### config.mk
export PLATFORM = sky130hd
export DESIGN_NAME = bitfield_unit
export DESIGN_NICKNAME = d
export VERILOG_FILES = /design/src/rtl/bfu_pkg.sv /design/src/rtl/bfu_field_decode.sv /design/src/rtl/bfu_merge.sv /design/src/rtl/bitfield_unit.sv
export SDC_FILE = /design/constraint.sdc
export NUM_CORES = 1
export LEC_CHECK = 0
export BUFFER_PORTS_ARGS = -buffer_cell sky130_fd_sc_hd__buf_4
export CAP_MARGIN = 0
export CELL_PAD_IN_SITES_DETAIL_PLACEMENT = 0
export CELL_PAD_IN_SITES_GLOBAL_PLACEMENT = 2
export CORE_AREA = 5 5 119 121
export DETAILED_ROUTE_END_ITERATION = 8
export DIE_AREA = 0 0 124 126
export GPL_ROUTABILITY_DRIVEN = 0
export PLACE_DENSITY = 0.88
export SYNTH_ARGS = -nofsm -noshare
export SYNTH_HDL_FRONTEND = slang
export SYNTH_SLANG_ARGS = --single-unit
### constraint.sdc
create_clock -name clk -period 7.85 [get_ports clk]
set_input_delay 0.3925 -clock clk [delete_from_list [all_inputs] [get_ports clk]]
set_output_delay 0.3925 -clock clk [all_outputs]
set_load 0.005 [all_outputs]
### src/rtl/bfu_pkg.sv
package bfu_pkg;
  localparam int WORD_W = 16;
  localparam int POS_W  = $clog2(WORD_W);
  localparam int DESC_W = 2 * POS_W;

  typedef enum logic [2:0] {
    OP_EXTRACT = 3'd0,
    OP_INSERT  = 3'd1,
    OP_CLEAR   = 3'd2,
    OP_SET     = 3'd3,
    OP_TOGGLE  = 3'd4
  } bfu_op_e;
endpackage

### src/rtl/bfu_field_decode.sv
module bfu_field_decode #(
  parameter int WORD_W = bfu_pkg::WORD_W,
  localparam int POS_W = $clog2(WORD_W),
  localparam int DESC_W = 2 * POS_W
) (
  input  logic [DESC_W-1:0] desc,
  output logic [POS_W-1:0]  size_code,
  output logic [POS_W-1:0]  start_pos,
  output logic [WORD_W-1:0] low_mask,
  output logic [WORD_W-1:0] field_mask
);
  assign size_code = desc[DESC_W-1:POS_W];
  assign start_pos = desc[POS_W-1:0];

  // Each bit is decided on its own. A bit past the word edge simply does not
  // exist, so clipping needs no extra logic.
  for (genvar i = 0; i < WORD_W; i++) begin : g_bit
    assign low_mask[i]   = (32'(size_code) >= i);
    assign field_mask[i] = (i >= 32'(start_pos)) &&
                           ((i - 32'(start_pos)) <= 32'(size_code));
  end
endmodule

### src/rtl/bfu_merge.sv
module bfu_merge #(
  parameter int WORD_W = bfu_pkg::WORD_W,
  localparam int POS_W = $clog2(WORD_W)
) (
  input  logic [2:0]        op,
  input  logic [WORD_W-1:0] data,
  input  logic [WORD_W-1:0] dest,
  input  logic [POS_W-1:0]  start_pos,
  input  logic [WORD_W-1:0] low_mask,
  input  logic [WORD_W-1:0] field_mask,
  output logic [WORD_W-1:0] result
);
  import bfu_pkg::*;

  logic [WORD_W-1:0] down_shifted;
  logic [WORD_W-1:0] up_shifted;

  assign down_shifted = data >> start_pos;
  assign up_shifted   = data << start_pos;

  always_comb begin
    unique case (op)
      OP_EXTRACT: result = down_shifted & low_mask;
      OP_INSERT:  result = (dest & ~field_mask) | (up_shifted & field_mask);
      OP_CLEAR:   result = dest & ~field_mask;
      OP_SET:     result = dest | field_mask;
      OP_TOGGLE:  result = dest ^ field_mask;
      default:    result = dest;
    endcase
  end
endmodule

### src/rtl/bitfield_unit.sv
module bitfield_unit #(
  parameter int WORD_W = bfu_pkg::WORD_W,
  localparam int POS_W = $clog2(WORD_W),
  localparam int DESC_W = 2 * POS_W
) (
  input  logic              clk,
  input  logic              rst,
  input  logic              in_valid,
  input  logic [2:0]        in_op,
  input  logic [WORD_W-1:0] in_data,
  input  logic [WORD_W-1:0] in_ctrl,
  input  logic [WORD_W-1:0] in_dest,
  output logic              out_valid,
  output logic [WORD_W-1:0] out_result
);
  import bfu_pkg::*;

  logic [POS_W-1:0]  size_code;
  logic [POS_W-1:0]  start_pos;
  logic [WORD_W-1:0] low_mask;
  logic [WORD_W-1:0] field_mask;
  logic [WORD_W-1:0] next_result;
  logic              unused_ctrl_hi;

  // the high part of the control word is deliberately dropped
  assign unused_ctrl_hi = ^in_ctrl[WORD_W-1:DESC_W];

  bfu_field_decode #(.WORD_W(WORD_W)) u_decode (
    .desc       (in_ctrl[DESC_W-1:0]),
    .size_code  (size_code),
    .start_pos  (start_pos),
    .low_mask   (low_mask),
    .field_mask (field_mask)
  );

  bfu_merge #(.WORD_W(WORD_W)) u_merge (
    .op         (in_op),
    .data       (in_data),
    .dest       (in_dest),
    .start_pos  (start_pos),
    .low_mask   (low_mask),
    .field_mask (field_mask),
    .result     (next_result)
  );

  always_ff @(posedge clk) begin
    if (rst) begin
      out_valid  <= 1'b0;
      out_result <= '0;
    end else begin
      out_valid <= in_valid;
      if (in_valid) out_result <= next_result;
    end
  end

  a_r2_field_size: assert property (@(posedge clk) disable iff (rst)
    in_valid |-> $countones(field_mask) ==
      (((32'(size_code) + 1) < (WORD_W - 32'(start_pos))) ?
        (32'(size_code) + 1) : (WORD_W - 32'(start_pos))));

  a_r3_extract_high_zero: assert property (@(posedge clk) disable iff (rst)
    (in_valid && in_op == OP_EXTRACT) |=> ((out_result & ~$past(low_mask)) == '0));

  a_r5_clear_field: assert property (@(posedge clk) disable iff (rst)
    (in_valid && in_op == OP_CLEAR) |=> ((out_result & $past(field_mask)) == '0));

  a_r6_set_field: assert property (@(posedge clk) disable iff (rst)
    (in_valid && in_op == OP_SET) |=> ((out_result & $past(field_mask)) == $past(field_mask)));

  a_r9_spare_passthru: assert property (@(posedge clk) disable iff (rst)
    (in_valid && in_op > OP_TOGGLE) |=> (out_result == $past(in_dest)));

  a_r10_valid_follows: assert property (@(posedge clk) disable iff (rst)
    in_valid |=> out_valid);

  a_r10_idle_hold: assert property (@(posedge clk) disable iff (rst)
    !in_valid |=> (!out_valid && $stable(out_result)));

  a_r11_reset_clears: assert property (@(posedge clk)
    rst |=> (!out_valid && out_result == '0));
endmodule

==> impl_table.tex, run 1 <==
\begin{tabular}{lr}
\hline
Metric & Value \\
\hline
\multicolumn{2}{l}{\textbf{Worst hold path}} \\
Class of the tightest hold or removal check & in -> reg \\
End point of the worst hold path & out\_result[4] \\
Cell depth of the worst min-delay path & 2 \\
Start point of the worst min-delay path & rst \\
\multicolumn{2}{l}{\textbf{Logic synthesis}} \\
Flip-flop and latch count after synthesis & 17 \\
Top\_reg\_cell synth & dfxtp\_1 \\
Complex-gate fraction of the synthesized area & 0.266 \\
Fraction of registers with async set/reset & 0 \\
Post-synthesis simple-gate area fraction & 0.166 \\
Number of synthesized flops with an enable pin & 0 \\
Sequential share of the synthesized area & 0.0709 \\
Post-synthesis adder-cell area fraction & 0.208 \\
Post-Syn Instances & between 600 and 700 \\
Combined area of all synthesized cells & slightly below 5000 µm² \\
Synth cell types & 72 \\
Syn Area/Cell & 7.87 µm² \\
Largest family of logic cells by synthesized area & compound AO/OA/AOI/OAI gates \\
Net count of the mapped netlist & 744 \\
XOR/XNOR Fraction of Synth Area & 0.0109 \\
Warnings from Yosys & 0 \\
Mux share of post-synthesis cell area & 0.196 \\
\multicolumn{2}{l}{\textbf{Die}} \\
I/O pin total & 71 \\
Die Width & approximately 120 µm \\
Die boundary height & 126 µm \\
Initial cell density of the core & 0.370 \\
Count of standard-cell rows & between 40 and 50 \\
CORE AREA & 13000 µm² \\
Die area & $\sim$16000 µm² \\
\multicolumn{2}{l}{\textbf{STA}} \\
Count of final hold-check violations & 0 \\
Final count of pins violating max slew & 0 \\
Final worst clock skew & 0 ps \\
Peak Freq & roughly 0.23 GHz \\
Setup repair after global routing missed its margin & false \\
Slew margin rel. & 0.339 \\
Final Worst Setup Slack & around 3500 ps \\
Minimum clock period after layout & between 4000 and 5000 ps \\
Worst Hold Margin & 377 ps \\
Number of endpoints failing setup at the final stage & 0 \\
Final sum of negative setup slack & 0 ps \\
Final period utilization & 0.555 \\
Transition time at the pin with the least slew margin & roughly 990 ps \\
\multicolumn{2}{l}{\textbf{Clock tree}} \\
CTS clock-pin slew for the worst setup and hold paths & around 60 ps \\
Post-CTS Setup Inserts & 0 \\
Clock sink count & 17 \\
Clock tree from TritonCTS & built \\
CTS buffer count & 3 \\
Root cell of the clock tree & clkbuf\_16 \\
Post-cts gate resize count & 0 \\
Hold-fix buffers, CTS & 0 \\
CTS max path bufs & 2 \\
H-tree levels & 1 \\
Clk\_lat worst skew & about 260 ps \\
\multicolumn{2}{l}{\textbf{Power}} \\
Worst-case vdd ir drop & approximately 0.06 mV \\
Sequential power share & 0.182 \\
Part of the total power dissipated in the clock network & 0.204 \\
Comb pwr share & 0.614 \\
Overall power & between 500 and 600 µW \\
Internal & just over 300 µW \\
Switching share of total power & 0.440 \\
Leakage power & approximately 0.0024 µW \\
Power per unit of standard cell area & between 100 and 150 nW/µm² \\
Total net switching power & between 200 and 250 µW \\
\multicolumn{2}{l}{\textbf{GRT}} \\
Global routing usage summed across all routing layers & 0.208 \\
Met1 global-route usage & 0.307 \\
Met3 track demand over resource & 0.0224 \\
Most heavily used metal layer in global routing & met2 \\
Maximum number of pins on one net before global-route repair & 46 \\
Antenna violations before repair & 0 \\
Met2 track demand over resource in global routing & 0.318 \\
First-pass GRT wire length & between 20000 and 30000 µm \\
Vias in the first global route & about 4600 \\
GRT overflow & 0 \\
\multicolumn{2}{l}{\textbf{Finish}} \\
Leading cell types in the layout, fill and taps excluded & 80 x ha\_1, 63 x nand2\_1, 63 x buf\_4, 55 x a21oi\_1, 42 x mux2i\_1 \\
Ratio of cells with drive above 1 in the final layout & 0.155 \\
Post-route cell area & around 5300 µm² \\
Area grow syn2layout & 11.3\% \\
Final nets & between 700 and 800 \\
Inserted Diodes & 0 \\
Most common library cell in the layout ignoring fill and taps & ha\_1 \\
\multicolumn{2}{l}{\textbf{Worst setup path}} \\
Worst setup path class & in -> reg \\
Reg2reg start & out\_result[11] \\
Worst-case register-to-register setup slack & $\sim$6900 ps \\
Endpoint class of the critical path & flop \\
Worst Path Required & about 8000 ps \\
Endpoint of the worst register-to-register path & out\_result[11] \\
Data arrival at the endpoint of the critical path & between 4000 and 5000 ps \\
Kind of start point of the critical path & input pin \\
Highest net fanout along the worst path & 45 \\
Worst Reg-to-Reg Cells & 4 \\
\multicolumn{2}{l}{\textbf{Status}} \\
Run status & completed \\
\multicolumn{2}{l}{\textbf{Route}} \\
Router iterations before antenna repair & 5 \\
Via count & around 5000 \\
Detail Route Antenna Nets & 0 \\
Detailed-route wire length & 16600 µm \\
Number of vias per cell after detailed routing & a little over 6 \\
Drt wl/cell & roughly 20 µm \\
Number of design-rule violations left by the first detailed-router iteration & 457 \\
\# DRC & 0 \\
\multicolumn{2}{l}{\textbf{Flow run}} \\
Count of maximum capacitance violations & 0 \\
\multicolumn{2}{l}{\textbf{Placement}} \\
Placed standard-cell area & around 5300 µm² \\
Setup slack at placement & 3220 ps \\
Post-DP HPWL & 12500 µm \\
Count of buffers inserted at the top-level ports & a little over 60 \\
\hline
\end{tabular}
-- area by class of cell --
class                      instances  area [µm²]
clock buffer                       3        75.1
clock inverter                     1        5.00
fill                            1346        7640
inverter                          42         158
multi-input combinational        513        4070
sequential                        17         340
tap                              176         220
timing repair buffer              63         473
-- cells by family (layout without fill, tap and decap cells) --
family | count (synthesis) | in the layout
AOI/OAI and AO/OA | 195 | 195
and+or+nand+nor | 162 | 162
adders and majority gates | 80 | 80
buffers and inverters | 80 | 109
muxes | 70 | 70
DFF | 17 | 17
xor gates and xnor gates | 6 | 6
-- metal layers --
metal  part of all wire  routed length, µm
met4              0.028                459
met3              0.072               1190
met2               0.44               7380
met5                  0                  0
met1               0.46               7550
-- per-stage QoR --
stage | std cells | util
6_report | 815 | 0.412
5_1_grt | 815 | 0.412
4_1_cts | 815 | 0.412
3_5_place_dp | 811 | 0.406
3_3_place_gp | 811 | 0.406
2_1_floorplan | 610 | -
-- cells in the mapped netlist (all sizes together), types with 7 or more instances --
library cell	n	share of area
a211oi	13	0.021
a21boi	7	0.011
a21o	7	0.011
a21oi	55	0.057
a31oi	7	0.0091
buf	23	0.036
clkbuf	15	0.012
dfxtp	17	0.071
ha	80	0.21
inv	40	0.031
mux2	12	0.030
mux2i	42	0.088
mux4	16	0.078
nand2	63	0.049
nand3	11	0.011
nor2	30	0.023
nor3	10	0.014
o21ai	36	0.038
o22ai	18	0.023
-- worst max-delay path by stage --
stage                         end  cells past startpoint  startpoint
floorplan           out_result[1]                     16  in_ctrl[2]
global placement    out_result[0]                     17  in_ctrl[0]
detailed placement  out_result[0]                     17  in_ctrl[0]
CTS                 out_result[0]                     17  in_ctrl[0]
global route        out_result[0]                     17  in_ctrl[0]
finish              out_result[0]                     17  in_ctrl[0]
-- critical path: stages --
cell	delay, ps
buf_4	510
clkinv_1	580
ha_1	470
xor2_1	210
inv_1	60
ha_1	310
a21oi_1	140
nand2_1	110
a211oi_1	250
a41o_1	260
inv_1	100
ha_1	280
o22ai_1	140
a21oi_1	100
a311oi_1	280
nor2_1	70
a221o_1	250
-- power groups by stage --
| stage | Combinational (µW) | Clock [µW] | Sequential (µW) |
|---|---|---|---|
| floorplan | 223 | 0 | 100 |
| global placement | 318 | 0 | 100 |
| detailed placement | 327 | 0 | 100 |
| CTS | 329 | 110 | 98.4 |
| global route | 366 | 115 | 99.1 |
| finish | 331 | 110 | 98.5 |
-- sequential cells by signal, summed over array words and instances, names as in the netlist --
name / flops
out_valid: 1
out_result: 16
Note: power is estimated with default switching activity, not from simulation.
==> inputs of run 2 (changes only) <==
Settings changed: CORE_AREA 5 5 119 121 to 5 5 124 126, DIE_AREA 0 0 124 126 to 0 0 129 131, PLACE_DENSITY 0.88 to 0.81.
Clock period 7.85 ns to 4.2 ns, I/O delays scaled along.
==> impl_table.tex, run 2 (synthesized netlist as in run 1, its figures left out) <==
\begin{tabular}{lr}
\hline
Metric & Value \\
\hline
\multicolumn{2}{l}{\textbf{Route}} \\
Number of design-rule violations left by the first detailed-router iteration & 463 \\
Number of vias per cell after detailed routing & 5.99 \\
Detail Route Antenna Nets & 0 \\
Via count & between 5000 and 6000 \\
\# DRC & 0 \\
Router iterations before antenna repair & 5 \\
Drt wl/cell & between 20 and 25 µm \\
Detailed-route wire length & between 15000 and 20000 µm \\
\multicolumn{2}{l}{\textbf{Finish}} \\
Filler-free cell count of the finished design & 837 \\
Register containing the most flip-flops in the final layout & out\_result \\
Area grow syn2layout & 13.7\% \\
Ratio of cells with drive above 1 in the final layout & 0.173 \\
Leading registers by flop count & out\_result x16, out\_valid x1 \\
Final nets & 788 \\
Post-route cell area & 5460 µm² \\
Most common library cell in the layout ignoring fill and taps & ha\_1 \\
Filler cell count in the final layout & $\sim$1500 \\
Max reg flops & 16 \\
Leading cell types in the layout, fill and taps excluded & 80 x ha\_1, 77 x buf\_4, 63 x nand2\_1, 55 x a21oi\_1, 42 x mux2i\_1 \\
Final Util & 0.384 \\
Inserted Diodes & 0 \\
\multicolumn{2}{l}{\textbf{Clock tree}} \\
CTS buffer count & 3 \\
Hold-fix buffers, CTS & 0 \\
H-tree levels & 1 \\
Post-cts gate resize count & 0 \\
CTS clock-pin slew for the worst setup and hold paths & roughly 60 ps \\
Clk\_lat worst skew & $\sim$250 ps \\
Clock sink count & 17 \\
Root cell of the clock tree & clkbuf\_16 \\
Post-CTS Setup Inserts & 0 \\
CTS max path bufs & 2 \\
Clock tree from TritonCTS & built \\
\multicolumn{2}{l}{\textbf{GRT}} \\
Antenna violations before repair & 0 \\
First-pass GRT wire length & 27000 µm \\
Vias in the first global route & 4742 \\
GRT overflow & 0 \\
Global routing usage summed across all routing layers & 0.203 \\
Maximum number of pins on one net before global-route repair & between 40 and 50 \\
\multicolumn{2}{l}{\textbf{Worst setup path}} \\
Reg2reg start & out\_result[5] \\
Worst setup path startpoint & in\_ctrl[1] \\
Worst Path Required & 4350 ps \\
Highest net fanout along the worst path & 36 \\
Worst-case register-to-register setup slack & $\sim$3300 ps \\
Data arrival at the endpoint of the critical path & between 3000 and 4000 ps \\
Worst Reg-to-Reg Cells & 4 \\
Kind of start point of the critical path & input pin \\
Worst setup path class & in -> reg \\
Endpoint class of the critical path & flop \\
Endpoint of the worst register-to-register path & out\_result[5] \\
\multicolumn{2}{l}{\textbf{STA}} \\
Minimum clock period after layout & 3380 ps \\
Final period utilization & 0.806 \\
Final worst clock skew & 0 ps \\
Slew margin rel. & 0.469 \\
Number of endpoints failing setup at the final stage & 0 \\
Peak Freq & roughly 0.30 GHz \\
Setup repair after global routing missed its margin & false \\
Transition time at the pin with the least slew margin & between 700 and 800 ps \\
Count of final hold-check violations & 0 \\
Final count of pins violating max slew & 0 \\
Final sum of negative setup slack & 0 ps \\
\multicolumn{2}{l}{\textbf{Worst hold path}} \\
End point of the worst hold path & out\_result[4] \\
Start point of the worst min-delay path & rst \\
Class of the tightest hold or removal check & in -> reg \\
Cell depth of the worst min-delay path & 2 \\
\multicolumn{2}{l}{\textbf{Placement}} \\
Post-DP HPWL & $\sim$13000 µm \\
Count of buffers inserted at the top-level ports & 62 \\
Placed standard-cell area & between 5000 and 6000 µm² \\
Inst Count DP & roughly 830 \\
\multicolumn{2}{l}{\textbf{Die}} \\
Die area & approximately 17000 µm² \\
Count of standard-cell rows & 44 \\
Die boundary height & 131 µm \\
Die Width & 129 µm \\
CORE AREA & between 10000 and 15000 µm² \\
Initial cell density of the core & 0.338 \\
I/O pin total & 71 \\
\multicolumn{2}{l}{\textbf{Power}} \\
Leakage power & approximately 0.0025 µW \\
Power per unit of standard cell area & 189 nW/µm² \\
Worst-case vdd ir drop & around 0.11 mV \\
\multicolumn{2}{l}{\textbf{Status}} \\
Run status & completed \\
\multicolumn{2}{l}{\textbf{Flow run}} \\
Count of maximum capacitance violations & 0 \\
\hline
\end{tabular}
[run 2: changes by cell type in the layout (fill, tap and decap cells not counted)]
cell   before  now
buf_4      63   77
[run 2: per-stage QoR]
stage,total power (µW),hold slack [ps],setup WS [ps]
after floorplan,604,384,813
after global placement,804,461,649
after detailed placement,822,468,560
after CTS,1030,199,816
after global routing,1110,203,588
final,1030,199,817
[run 2: layout make-up]
| cell class | instances | area, µm² | area share |
|---|---|---|---|
| clock buffers | 3 | 75.1 | 0.0138 |
| clock inverters | 1 | 5.00 | 0.000917 |
| inverters | 42 | 158 | 0.0289 |
| multi-input cells | 513 | 4070 | 0.746 |
| flip-flops and latches | 17 | 340 | 0.0623 |
| well taps | 184 | 230 | 0.0422 |
| repair buffers | 77 | 578 | 0.106 |
[run 2: metal layers]
layer,share of wire,global-route usage
met1,0.47,0.297
met2,0.47,0.336
met3,0.056,0.0146
met4,0.0083,0.0272
met5,0,0
[run 2: how the worst max path moves through the flow]
stage,cells past startpoint,end
2_1_floorplan,16,out_result[1]
4_1_cts,17,out_result[0]
3_3_place_gp,14,out_result[1]
3_5_place_dp,17,out_result[0]
5_1_grt,17,out_result[0]
6_report,14,out_result[1]
[run 2: worst max-delay path: stages]
cell     delay, ps
buf_4          350
inv_2          150
ha_1           300
ha_1           320
ha_1           200
or4b_1         480
and3_1         250
ha_1           300
o22a_1         180
o22ai_1        150
o41a_1         170
o41a_1         140
o21ai_0        120
a22o_1         210
[run 2: power breakdown]
group / total [µW] / leakage (µW) / internal, µW / switching, µW
sequential: 185 / 0.000140 / 175 / 9.45
clock: 205 / 0.0000409 / 128 / 77.5
combinational: 641 / 0.00232 / 276 / 365
total: 1030 / 0.00250 / 579 / 452
==> inputs of run 3 (changes only) <==
Clock period 4.2 ns to 3.5 ns, I/O delays scaled along.
==> impl_table.tex, run 3 (synthesized netlist as in run 1, its figures left out) <==
\begin{tabular}{lr}
\hline
Metric & Value \\
\hline
\multicolumn{2}{l}{\textbf{Route}} \\
Detail Route Antenna Nets & 0 \\
Number of design-rule violations left by the first detailed-router iteration & 318 \\
Detailed-route wire length & about 17000 µm \\
Router iterations before antenna repair & 5 \\
\# DRC & 0 \\
Drt wl/cell & between 20 and 25 µm \\
Number of vias per cell after detailed routing & between 5 and 6 \\
Via count & just under 5000 \\
\multicolumn{2}{l}{\textbf{Worst setup path}} \\
Worst Path Required & $\sim$3700 ps \\
Kind of start point of the critical path & input pin \\
Worst Reg-to-Reg Cells & 4 \\
Highest net fanout along the worst path & 11 \\
Endpoint class of the critical path & flop \\
Data arrival at the endpoint of the critical path & $\sim$3300 ps \\
Worst setup path class & in -> reg \\
\multicolumn{2}{l}{\textbf{Clock tree}} \\
Root cell of the clock tree & clkbuf\_16 \\
Clk\_lat worst skew & 250 ps \\
Hold-fix buffers, CTS & 0 \\
Post-CTS Setup Inserts & 0 \\
CTS buffer count & 3 \\
CTS max path bufs & 2 \\
H-tree levels & 1 \\
Post-cts gate resize count & 0 \\
CTS clock-pin slew for the worst setup and hold paths & $\sim$60 ps \\
Clock sink count & 17 \\
Clock tree from TritonCTS & built \\
\multicolumn{2}{l}{\textbf{Power}} \\
Comb pwr share & 0.621 \\
Switching share of total power & 0.435 \\
Worst-case vdd ir drop & 0.141 mV \\
Part of the total power dissipated in the clock network & 0.199 \\
Sequential power share & 0.180 \\
Internal & 698 µW \\
Leakage power & roughly 0.0025 µW \\
Power per unit of standard cell area & 224 nW/µm² \\
Total net switching power & 536 µW \\
\multicolumn{2}{l}{\textbf{Finish}} \\
Max reg flops & 16 \\
Final nets & $\sim$790 \\
Inserted Diodes & 0 \\
Area grow syn2layout & 14.6\% \\
Register cell area after layout & 340 µm² \\
Most common library cell in the layout ignoring fill and taps & buf\_4 \\
Leading cell types in the layout, fill and taps excluded & 83 x buf\_4, 80 x ha\_1, 63 x nand2\_1, 55 x a21oi\_1, 42 x mux2i\_1 \\
Multi-input gate area in the final layout & 4070 µm² \\
Ratio of cells with drive above 1 in the final layout & 0.181 \\
Filler cell count in the final layout & around 1500 \\
Filler-free cell count of the finished design & $\sim$840 \\
Register containing the most flip-flops in the final layout & out\_result \\
Leading registers by flop count & out\_result x16, out\_valid x1 \\
\multicolumn{2}{l}{\textbf{STA}} \\
Final worst clock skew & 0 ps \\
Final period utilization & 0.892 \\
Minimum clock period after layout & about 3100 ps \\
Final count of pins violating max slew & 0 \\
Count of final hold-check violations & 0 \\
Transition time at the pin with the least slew margin & 864 ps \\
Slew margin rel. & 0.422 \\
Final sum of negative setup slack & 0 ps \\
Peak Freq & 0.320 GHz \\
Setup repair after global routing missed its margin & false \\
Number of endpoints failing setup at the final stage & 0 \\
\multicolumn{2}{l}{\textbf{GRT}} \\
First-pass GRT wire length & approximately 27000 µm \\
GRT overflow & 0 \\
Vias in the first global route & $\sim$4800 \\
Antenna violations before repair & 0 \\
Global routing usage summed across all routing layers & 0.200 \\
Maximum number of pins on one net before global-route repair & 43 \\
\multicolumn{2}{l}{\textbf{Worst hold path}} \\
Class of the tightest hold or removal check & in -> reg \\
Cell depth of the worst min-delay path & 2 \\
\multicolumn{2}{l}{\textbf{Die}} \\
Count of standard-cell rows & 44 \\
I/O pin total & between 70 and 80 \\
CORE AREA & 14200 µm² \\
Initial cell density of the core & 0.338 \\
Die area & about 17000 µm² \\
Die Width & 129 µm \\
Die boundary height & between 100 and 150 µm \\
\multicolumn{2}{l}{\textbf{Placement}} \\
Inst Count DP & 839 \\
Count of buffers inserted at the top-level ports & between 60 and 70 \\
Post-DP HPWL & about 13000 µm \\
\multicolumn{2}{l}{\textbf{Status}} \\
Run status & completed \\
\multicolumn{2}{l}{\textbf{Flow run}} \\
Count of maximum capacitance violations & 0 \\
\hline
\end{tabular}
-- run 3: cell count changes in the layout (fill, tap and decap cells not counted) --
cell / delta
buf_4: +6
-- run 3: routing by layer --
| layer | part of all wire | vias to the layer above | track usage |
|---|---|---|---|
| met5 | 0 | - | 0 |
| met4 | 0.023 | 0 | 0.0550 |
| met3 | 0.041 | 16 | 0.0146 |
| met2 | 0.46 | 127 | 0.327 |
| met1 | 0.48 | 2337 | 0.286 |
| li1 | - | 2396 | - |
-- run 3: worst paths after layout --
path | slack [ps] | from | end
worst min-delay path | 170 | rst | out_result[4]
worst max register to register | 2510 | out_result[11] | out_result[11]
worst max-delay path | 380 | in_ctrl[1] | out_result[1]
worst min register to register | 490 | out_result[7] | out_result[7]
-- run 3: worst max-delay path: stages --
cell and delay (ps):
buf_4 160, inv_2 80, buf_4 190, ha_1 400, o21bai_1 160, or4b_1 490, and3_1 260, ha_1 300
o22a_1 180, o22ai_1 160, o41a_1 170, o41a_1 160, o21ai_0 150, a22o_1 230
-- run 3: metrics by stage --
step / worst slack [ps] / utilization / power [µW] / hold slack (ps) / instance area (µm²)
finish: 379 / 0.388 / 1230 / 166 / 5500
global route: 214 / 0.388 / 1330 / 189 / 5500
CTS: 440 / 0.388 / 1240 / 164 / 5500
detailed placement: 173 / 0.382 / 987 / 438 / 5420
global placement: 278 / 0.382 / 969 / 431 / 5420
floorplan: 148 / - / 725 / 349 / 4800
-- run 3: power groups by stage --
stage          sequential, µW  clock [µW]  combinational, µW
4_1_cts                   222         249                764
2_1_floorplan             224           0                501
3_3_place_gp              225           0                744
3_5_place_dp              226           0                761
6_report                  222         245                767
5_1_grt                   223         256                850
-- run 3: area by class of cell --
cell class / count / share of cell area
sequential: 17 / 0.0618
timing repair buffer: 83 / 0.113
inverter: 42 / 0.0286
multi-input combinational: 513 / 0.740
clock buffer: 3 / 0.0136
tap: 184 / 0.0418
clock inverter: 1 / 0.000909
